### config.mk
export PLATFORM = sky130hd
export DESIGN_NAME = idle_tmr
export DESIGN_NICKNAME = d
export VERILOG_FILES = /design/src/rtl/idle_tmr_pkg.sv /design/src/rtl/idle_tmr_ctrl.sv /design/src/rtl/idle_tmr_decode.sv /design/src/rtl/idle_tmr_cnt.sv /design/src/rtl/idle_tmr_pend.sv /design/src/rtl/idle_tmr.sv
export SDC_FILE = /design/constraint.sdc
export NUM_CORES = 1
export LEC_CHECK = 0
export CAP_MARGIN = 0
export CORE_MARGIN = 2
export CORE_UTILIZATION = 52
export CTS_CLUSTER_DIAMETER = 50
export DETAILED_ROUTE_END_ITERATION = 8
export PLACE_DENSITY = 0.79
export SLEW_MARGIN = 40
export SYNTH_ARGS = -nofsm -noshare
export SYNTH_HDL_FRONTEND = slang
export SYNTH_SLANG_ARGS = --single-unit
### constraint.sdc
create_clock -name clk -period 2.8 [get_ports clk]
set_input_delay 0.56 -clock clk [delete_from_list [all_inputs] [get_ports clk]]
set_output_delay 0.56 -clock clk [all_outputs]
set_load 0.03 [all_outputs]
### src/rtl/idle_tmr_pkg.sv
// Shared sizing for the idle interval timer.
// Assumes the smallest window is a power of two no wider than the counter.
package idle_tmr_pkg;
    localparam int CNT_W   = 16;   // free-running counter width
    localparam int MIN_W   = 12;   // log2 of the shortest window
    localparam int SEL_W   = 3;    // select field width
    localparam int CTRL_W  = 8;    // readback word width
    localparam int NUM_WIN = CNT_W - MIN_W + 1;
    localparam int IDX_W   = (NUM_WIN > 1) ? $clog2(NUM_WIN) : 1;
endpackage

### src/rtl/idle_tmr_ctrl.sv
// Control register: holds the select code and drives the readback word.
// Assumes one write strobe; reserved bits are not stored and read as zero.
module idle_tmr_ctrl
    import idle_tmr_pkg::*;
(
    input  logic              clk,
    input  logic              rst_n,
    input  logic              wr,
    input  logic [SEL_W-1:0]  wdata,
    output logic [SEL_W-1:0]  sel,
    output logic [CTRL_W-1:0] rdata
);
    logic [SEL_W-1:0] sel_q;

    // Purpose: capture a new select code on a write; clear on reset.
    always_ff @(posedge clk) begin
        if (!rst_n)  sel_q <= '0;
        else if (wr) sel_q <= wdata;
    end

    // Purpose: pad the stored code with zeros to the readback width.
    always_comb begin
        rdata            = '0;
        rdata[SEL_W-1:0] = sel_q;
    end

    assign sel = sel_q;

    // a write is visible at the next edge
    a_r8_write_lands: assert property (@(posedge clk) disable iff (!rst_n)
        wr |=> sel == $past(wdata));
    // without a write the code holds
    a_r8_hold: assert property (@(posedge clk) disable iff (!rst_n)
        !wr |=> $stable(sel));
endmodule

### src/rtl/idle_tmr_decode.sv
// Maps the select code to a window index (0 = shortest).
// Assumes the top select bit forces the longest window; lower codes past
// the last window clamp to it.
module idle_tmr_decode
    import idle_tmr_pkg::*;
(
    input  logic [SEL_W-1:0] sel,
    output logic [IDX_W-1:0] idx
);
    // Purpose: pick the window index, top bit overriding the low bits.
    always_comb begin
        if (sel[SEL_W-1])
            idx = IDX_W'(NUM_WIN - 1);
        else if (int'(sel[SEL_W-2:0]) >= NUM_WIN - 1)
            idx = IDX_W'(NUM_WIN - 1);
        else
            idx = IDX_W'(sel[SEL_W-2:0]);
    end
endmodule

### src/rtl/idle_tmr_cnt.sv
// Free-running up-counter with one wrap detector per selectable window.
// Assumes cyc_en is a single-cycle enable; the counter is never restarted
// by a change of window.
module idle_tmr_cnt
    import idle_tmr_pkg::*;
(
    input  logic              clk,
    input  logic              rst_n,
    input  logic              cyc_en,
    input  logic [IDX_W-1:0]  idx,
    output logic [CNT_W-1:0]  count,
    output logic              wrap
);
    logic [CNT_W-1:0]   cnt_q;
    logic [NUM_WIN-1:0] roll;
    logic [CNT_W-1:0]   win_mask;

    // Purpose: advance once per enabled cycle; clear on reset.
    always_ff @(posedge clk) begin
        if (!rst_n)      cnt_q <= '0;
        else if (cyc_en) cnt_q <= cnt_q + 1'b1;
    end

    // One detector per window: low bits all ones means the next step wraps.
    for (genvar k = 0; k < NUM_WIN; k++) begin : g_roll
        assign roll[k] = &cnt_q[MIN_W+k-1:0];
    end

    // Purpose: report a wrap of the selected window on an enabled cycle.
    always_comb begin
        wrap = cyc_en && roll[idx];
    end

    // Purpose: mask of the selected window's bits, used by the checks.
    always_comb begin
        win_mask = CNT_W'((33'd1 << (MIN_W + int'(idx))) - 33'd1);
    end

    assign count = cnt_q;

    // idle cycles leave the counter untouched
    a_r7_idle_hold: assert property (@(posedge clk) disable iff (!rst_n)
        !cyc_en |=> $stable(count));
    // after a wrap the selected low bits read zero
    a_r1_wrap_zero: assert property (@(posedge clk) disable iff (!rst_n)
        wrap |=> (count & $past(win_mask)) == '0);
endmodule

### src/rtl/idle_tmr_pend.sv
// Sticky pending flag and gated interrupt request.
// Assumes hardware only sets the flag; software clears it, and a same-cycle
// set wins so no window event is lost.
module idle_tmr_pend (
    input  logic clk,
    input  logic rst_n,
    input  logic set,
    input  logic clr,
    input  logic irq_en,
    output logic pend,
    output logic irq
);
    logic pend_q;

    // Purpose: set on a wrap, clear on request, set taking priority.
    always_ff @(posedge clk) begin
        if (!rst_n)   pend_q <= 1'b0;
        else if (set) pend_q <= 1'b1;
        else if (clr) pend_q <= 1'b0;
    end

    assign pend = pend_q;
    assign irq  = pend_q & irq_en;

    // a wrap always leaves the flag set, even against a clear
    a_r5_set_wins: assert property (@(posedge clk) disable iff (!rst_n)
        set |=> pend);
    // no clear, no drop
    a_r5_sticky: assert property (@(posedge clk) disable iff (!rst_n)
        (pend && !clr) |=> pend);
    // a request never appears with the enable low
    a_r6_gated: assert property (@(posedge clk) disable iff (!rst_n)
        irq |-> irq_en);
endmodule

### src/rtl/idle_tmr.sv
// Top of the idle interval timer: control register, window decode,
// counter and pending flag. Assumes one cyc_en pulse per instruction cycle.
module idle_tmr
    import idle_tmr_pkg::*;
(
    input  logic              clk,
    input  logic              rst_n,
    input  logic              cyc_en,
    input  logic              ctrl_wr,
    input  logic [SEL_W-1:0]  ctrl_wdata,
    output logic [CTRL_W-1:0] ctrl_rdata,
    input  logic              irq_en,
    input  logic              pend_clr,
    output logic              pend,
    output logic              irq
);
    logic [SEL_W-1:0] sel;
    logic [IDX_W-1:0] idx;
    logic [CNT_W-1:0] count;
    logic             wrap;

    idle_tmr_ctrl u_ctrl (
        .clk   (clk),
        .rst_n (rst_n),
        .wr    (ctrl_wr),
        .wdata (ctrl_wdata),
        .sel   (sel),
        .rdata (ctrl_rdata)
    );

    idle_tmr_decode u_dec (
        .sel (sel),
        .idx (idx)
    );

    idle_tmr_cnt u_cnt (
        .clk    (clk),
        .rst_n  (rst_n),
        .cyc_en (cyc_en),
        .idx    (idx),
        .count  (count),
        .wrap   (wrap)
    );

    idle_tmr_pend u_pend (
        .clk    (clk),
        .rst_n  (rst_n),
        .set    (wrap),
        .clr    (pend_clr),
        .irq_en (irq_en),
        .pend   (pend),
        .irq    (irq)
    );

    // with the top select bit set, a wrap is a full counter wrap
    a_r2_long_window: assert property (@(posedge clk) disable iff (!rst_n)
        (wrap && sel[SEL_W-1]) |=> count == '0);
    // reset returns the readback and flag to zero
    a_r3_reset_state: assert property (@(posedge clk)
        !rst_n |=> (ctrl_rdata == '0 && !pend));
endmodule

==> qor.json, run 1 <==
{
  "status": {"value": "completed"},
  "rsz0062_at_grt": {"value": "false"},
  "routabilityCongestion": {"value": 0.6767},
  "detail_route.iter0.violations": {"value": 1},
  "postSynthRegisterBits": {"value": 20},
  "path_depth": {"value": 3},
  "syn_area_per_cell": {"value": 8.770, "unit": "um^2"},
  "route.detailed.vias_per_inst": {"value": 5.333},
  "timing.final.setup_violations": {"value": 0},
  "timing.clock.skew": {"value": 0.005557, "unit": "ns"},
  "worst_setup_hold_path_clk_slew": {"value": 0.11, "unit": "ns"},
  "worst_skew_pair.late_latency": {"value": 0.30, "unit": "ns"},
  "number_of_global_route_vias_before_repair": {"value": 682},
  "async_flop_share": {"value": 0, "unit": "%"},
  "total_grt_overflow": {"value": 0},
  "cpPeakStageDelay": {"value": 0.66, "unit": "ns"},
  "cell_family_contributing_the_most_delay_on_the_critical_path": {"value": "buffers and inverters"},
  "final_common_cell": {"value": "dfxtp_1"},
  "yosysSeqAreaShare": {"value": 43.48, "unit": "%"},
  "antennaDiodeCount": {"value": 0},
  "tritoncts.num_buffers": {"value": 3},
  "worst-path-max-fanout": {"value": 1},
  "power.static_leakage": {"value": 0.3984, "unit": "nW"},
  "yosys_most_used_dff": {"value": "dfxtp_1"},
  "reg2reg_depth": {"value": 3},
  "path_type_of_the_worst_setup_path": {"value": "in -> out"},
  "synthDistinctLibCells": {"value": 28},
  "detail-route-antenna-nets": {"value": 0},
  "routed_length_on_met1": {"value": 754, "unit": "um"},
  "dieHeight": {"value": 46.08, "unit": "um"},
  "critPathMostFrequentCell": {"value": "clkdlybuf4s50_1"},
  "route.detailed.wl_per_inst": {"value": 12.43, "unit": "um"},
  "grt_first_pass_wirelength": {"value": 2.794, "unit": "mm"},
  "period_utilization_post_route": {"value": 83.93, "unit": "%"},
  "crit_path_top_delay_cell": {"value": "clkdlybuf4s50_1"},
  "top_layer": {"value": "met4"},
  "yosys_warnings": {"value": 0},
  "mostFrequentLayoutCells": {"value": "dfxtp_1 (20), nor2_1 (15), clkdlybuf4s50_1 (13), xor2_1 (7)"},
  "grt_max_degree": {"value": 20},
  "finalNetCount": {"value": 129},
  "floorplan.die.width": {"value": 46.08, "unit": "um"},
  "grt_total_usage": {"value": 18.56, "unit": "%"},
  "finalHoldViolations": {"value": 0},
  "timing.final.max_slew_violations": {"value": 0},
  "path_cells": {"value": "clkdlybuf4s50_1 > and2_1 > clkdlybuf4s50_1"},
  "min_delay_path_depth": {"value": 2},
  "routed-via-count": {"value": 720},
  "routed_wirelength": {"value": 1.678, "unit": "mm"},
  "crit_path_end_kind": {"value": "output pin"},
  "path_class_of_the_lowest_slack_min_delay_path": {"value": "reg -> reg"},
  "cts_setup_buffers": {"value": 0},
  "clock_path_buffers": {"value": 2},
  "rows": {"value": 15},
  "dp_hpwl": {"value": 1.212, "unit": "mm"},
  "syn-instance-count": {"value": 105},
  "finalPower": {"value": 0.5808, "unit": "mW"},
  "final_layout_size_suffix_gt1_share": {"value": 4.237, "unit": "%"},
  "number_of_port_buffers": {"value": 13},
  "core_area": {"value": 0.001689, "unit": "mm^2"},
  "fin_crit": {"value": 2.350, "unit": "ns"},
  "drv.max_cap_violation_count": {"value": 0},
  "setup-tns-final": {"value": 0, "unit": "ns"},
  "critical_path_arrival": {"value": 1.79, "unit": "ns"},
  "clock_sinks": {"value": 20},
  "vdd_ir_drop_max": {"value": 0.0003080, "unit": "V"},
  "cp_num_buf_inv": {"value": 2},
  "post_cts_hold_buffer_count": {"value": 0},
  "firstDrtPassIters": {"value": 2},
  "worst-endpoint-required": {"value": 2.24, "unit": "ns"},
  "design.portCount": {"value": 19},
  "start_util": {"value": 54.52, "unit": "%"},
  "resize_count_post_cts": {"value": 0},
  "die-area": {"value": 0.002123, "unit": "mm^2"},
  "cts_tree": {"value": "built"},
  "power_per_cell_area": {"value": 532.3, "unit": "mW/mm^2"},
  "post_synth_edffs": {"value": 0},
  "antenna_found_initial": {"value": 0},
  "met3WireLength": {"value": 24, "unit": "um"},
  "syn_to_final_growth": {"value": 18.48, "unit": "%"},
  "max_clock_freq": {"value": 0.4256, "unit": "GHz"},
  "clock_tree.root_cell": {"value": "clkbuf_4"},
  "synthesis.area": {"value": 920.9, "unit": "um^2"},
  "setup.worst_path.start_class": {"value": "input pin"},
  "remaining_drc_errors": {"value": 0},
  "clock_tree.htree_level_count": {"value": 1},
  "dr_wl_met2": {"value": 887, "unit": "um"}
}
worst register-to-register path, cell delays in order, from the launching register on:
cell and delay (ns):
dfxtp_1 0.42, nand4_1 0.34, or4_1 0.61, a21oi_1 0.14
Yosys cell counts, drive strengths merged, types with 3 or more instances:
master | count | area, um^2
a21oi | 3 | 15.01
buf | 6 | 45.04
clkbuf | 3 | 11.26
dfxtp | 20 | 400.4
inv | 3 | 11.26
mux2i | 5 | 50.05
nand2 | 6 | 22.52
nand3 | 6 | 30.03
nand4 | 4 | 25.02
nor2 | 15 | 56.30
xnor2 | 4 | 35.03
xor2 | 7 | 61.31
logic make-up after synthesis:
kind of cell / count (synthesis) / synth area share [%]
DFF: 20 / 43.48
buffers and inverters: 13 / 7.744
AOI/OAI and AO/OA: 10 / 7.201
xor gates and xnor gates: 11 / 10.46
muxes: 5 / 5.435
adders and majority gates: 1 / 1.358
other: 1 / 0.4072
and+or+nand+nor: 44 / 23.91
final cells by class:
type                            instances  area, um^2
Fill cell                             147       598.1
Multi-Input combinational cell         76       464.2
Sequential cell                        20       400.4
Timing Repair Buffer                   14       137.6
Clock inverter                          1       30.03
Clock buffer                            3       22.52
Tap cell                               17       21.27
Inverter                                4       15.01
through the flow:
step	utilization [%]	cell area, um^2	setup WS, ns	hold WS (ns)	std cells
2_1_floorplan	-	935.9	1.325	0.4347	109
3_3_place_gp	61.48	1039	0.4618	0.4434	131
3_5_place_dp	61.48	1039	0.4520	0.4781	131
4_1_cts	64.59	1091	0.4457	0.4948	135
5_1_grt	64.59	1091	0.4281	0.5176	135
6_report	64.59	1091	0.4501	0.4837	135
final timing paths:
path | end | from | slack, ns
worst max-delay path | irq | irq_en | 0.45
worst min-delay path | u_cnt.count[15] | u_cnt.count[15] | 0.48
worst max register to register | u_cnt.count[13] | u_cnt.count[4] | 1.24
worst min register to register | u_cnt.count[15] | u_cnt.count[15] | 0.48
sequential cells by signal (all words and copies together), names as in the netlist:
name         flops
u_cnt.count     16
u_ctrl.sel       3
u_pend.pend      1
power breakdown:
group	internal, mW	switching [mW]
Clock	0.145	0.0879
Combinational	0.0234	0.0299
Sequential	0.290	0.00496
routing by layer:
layer,vias up,track usage [%]
li1,374,-
met1,341,22.98
met2,3,29.72
met3,2,5.098
met4,0,8.571
met5,-,0
No activity file was read; power rests on OpenSTA's default activity.
==> run 2: changes to the inputs <==
- CORE_UTILIZATION: 52 -> 44
- PLACE_DENSITY: 0.79 -> 0.71
- clock period: 2.8 -> 2 ns (I/O delays scaled with it)
==> run 2 against run 1 <==
Effect of this change: flip-flop and latch count is the same; setup slack worse by 0.23 ns; via count is 2.2% higher; sequential share of layout area up 0.17 points.
==> qor.json, run 2 (synthesis gave the netlist of run 1 again) <==
{
  "final_area": {"value": 0.001086, "unit": "mm^2"},
  "max_clock_freq": {"value": 0.5618, "unit": "GHz"},
  "critical_path_arrival": {"value": 1.38, "unit": "ns"},
  "fin_crit": {"value": 1.780, "unit": "ns"},
  "setup-tns-final": {"value": 0, "unit": "ns"},
  "timing.final.setup_violations": {"value": 0},
  "switching_pwr": {"value": 0.1646, "unit": "mW"},
  "fillCellCount": {"value": 207},
  "antennaDiodeCount": {"value": 0},
  "grt_first_pass_wirelength": {"value": 3.036, "unit": "mm"},
  "period_utilization_post_route": {"value": 89.00, "unit": "%"},
  "rsz0062_at_grt": {"value": "false"},
  "drv.max_cap_violation_count": {"value": 0},
  "timing.clock.skew": {"value": 0.002009, "unit": "ns"},
  "final_core_utilization": {"value": 55.36, "unit": "%"},
  "clock_tree.htree_level_count": {"value": 1},
  "final_layout_size_suffix_gt1_share": {"value": 5.882, "unit": "%"},
  "finalHoldViolations": {"value": 0},
  "comb_power_share": {"value": 11.2, "unit": "%"},
  "cp_num_buf_inv": {"value": 1},
  "largest_register_ff_count": {"value": 16},
  "sequentialPowerShare": {"value": 61.2, "unit": "%"},
  "cpPeakStageDelay": {"value": 0.69, "unit": "ns"},
  "grt_total_usage": {"value": 16.13, "unit": "%"},
  "crit_path_end_kind": {"value": "output pin"},
  "vdd_ir_drop_max": {"value": 0.0003576, "unit": "V"},
  "route.detailed.wl_per_inst": {"value": 11.41, "unit": "um"},
  "clock_path_buffers": {"value": 2},
  "power_per_cell_area": {"value": 621.4, "unit": "mW/mm^2"},
  "start_util": {"value": 46.94, "unit": "%"},
  "clock_power_share": {"value": 27.7, "unit": "%"},
  "number_of_global_route_vias_before_repair": {"value": 714},
  "number_of_port_buffers": {"value": 13},
  "dieHeight": {"value": 49.75, "unit": "um"},
  "clock_tree.root_cell": {"value": "clkbuf_4"},
  "route.detailed.vias_per_inst": {"value": 5.041},
  "dp_hpwl": {"value": 1.249, "unit": "mm"},
  "routed-via-count": {"value": 736},
  "core_area": {"value": 0.001962, "unit": "mm^2"},
  "cellInternalPower": {"value": 0.5103, "unit": "mW"},
  "grt_max_degree": {"value": 19},
  "r2r_slack": {"value": 0.43, "unit": "ns"},
  "path_cells": {"value": "clkdlybuf4s50_1"},
  "power.static_leakage": {"value": 0.3952, "unit": "nW"},
  "path_class_of_the_lowest_slack_min_delay_path": {"value": "reg -> reg"},
  "die-area": {"value": 0.002475, "unit": "mm^2"},
  "path_type_of_the_worst_setup_path": {"value": "reg -> out"},
  "power.share.switching": {"value": 24.39, "unit": "%"},
  "mostFrequentLayoutCells": {"value": "dfxtp_1 (20), nor2_1 (15), clkdlybuf4s50_1 (12), xor2_1 (7)"},
  "floorplan.die.width": {"value": 49.75, "unit": "um"},
  "antenna_found_initial": {"value": 0},
  "firstDrtPassIters": {"value": 4},
  "post_cts_hold_buffer_count": {"value": 0},
  "cts_tree": {"value": "built"},
  "final_common_cell": {"value": "dfxtp_1"},
  "routed_wirelength": {"value": 1.666, "unit": "mm"},
  "placed_cell_area": {"value": 0.001064, "unit": "mm^2"},
  "clock_sinks": {"value": 20},
  "setup.worst_path.start_class": {"value": "register"},
  "resize_count_post_cts": {"value": 0},
  "remaining_drc_errors": {"value": 0},
  "timing.final.max_slew_violations": {"value": 0},
  "syn_to_final_growth": {"value": 17.93, "unit": "%"},
  "cts_setup_buffers": {"value": 0},
  "worst-endpoint-required": {"value": 1.60, "unit": "ns"},
  "routabilityCongestion": {"value": 0.7528},
  "tritoncts.num_buffers": {"value": 3},
  "total_grt_overflow": {"value": 0},
  "worst_setup_hold_path_clk_slew": {"value": 0.10, "unit": "ns"},
  "status": {"value": "completed"},
  "design.portCount": {"value": 19},
  "ff_latch_area": {"value": 400.4, "unit": "um^2"},
  "detail_route.iter0.violations": {"value": 14},
  "final.hold.worst_slack": {"value": 0.4664, "unit": "ns"},
  "worst-path-max-fanout": {"value": 4},
  "detail-route-antenna-nets": {"value": 0},
  "worst_skew_pair.late_latency": {"value": 0.30, "unit": "ns"},
  "cell_family_contributing_the_most_delay_on_the_critical_path": {"value": "buffers and inverters"},
  "finalNetCount": {"value": 131},
  "rows": {"value": 16},
  "crit_path_top_delay_cell": {"value": "clkdlybuf4s50_1"},
  "multiInputGateArea": {"value": 464.2, "unit": "um^2"}
}
run 2: changes by cell type in the layout (fill, tap and decap cells not counted):
cell / before / now
bufinv_16: 1 / 0
buf_4: 1 / 4
clkdlybuf4s50_1: 13 / 12
run 2: path summary, 6_finish.rpt:
path / startpoint / endpoint / depth (start not counted)
max: u_ctrl.sel[2] / ctrl_rdata[2] / 1
min: u_cnt.count[15] / u_cnt.count[15] / 2
max reg2reg: u_cnt.count[4] / u_cnt.count[11] / 3
min reg2reg: u_cnt.count[15] / u_cnt.count[15] / 2
run 2: through the flow:
stage / setup slack, ns / instances / power, mW
after floorplan: 0.6506 / 109 / 0.4707
after detailed placement: 0.01662 / 143 / 0.4978
after global placement: 0.09108 / 143 / 0.4957
after CTS: 0.2013 / 146 / 0.6862
final: 0.2200 / 146 / 0.6749
after global routing: 0.1405 / 146 / 0.7086
run 2: area by class of cell:
class	instances	area share, %
sequential	20	36.87
clock buffer	3	2.074
multi-input combinational	76	42.74
tap	27	3.111
timing repair buffer	16	13.82
inverter	4	1.382
run 2: power groups by stage:
stage	sequential, mW	combinational (mW)	clock (mW)
4_1_cts	0.413	0.0758	0.197
6_report	0.413	0.0753	0.187
3_3_place_gp	0.422	0.0740	0
3_5_place_dp	0.422	0.0754	0
5_1_grt	0.414	0.0831	0.211
2_1_floorplan	0.428	0.0430	0
run 2: metal layers:
layer	global-route usage [%]	vias up	wire length, um
met2	24.67	20	801
met3	4.242	5	79
li1	-	380	-
met4	9.722	0	42
met1	20.23	331	742
met5	0	-	0
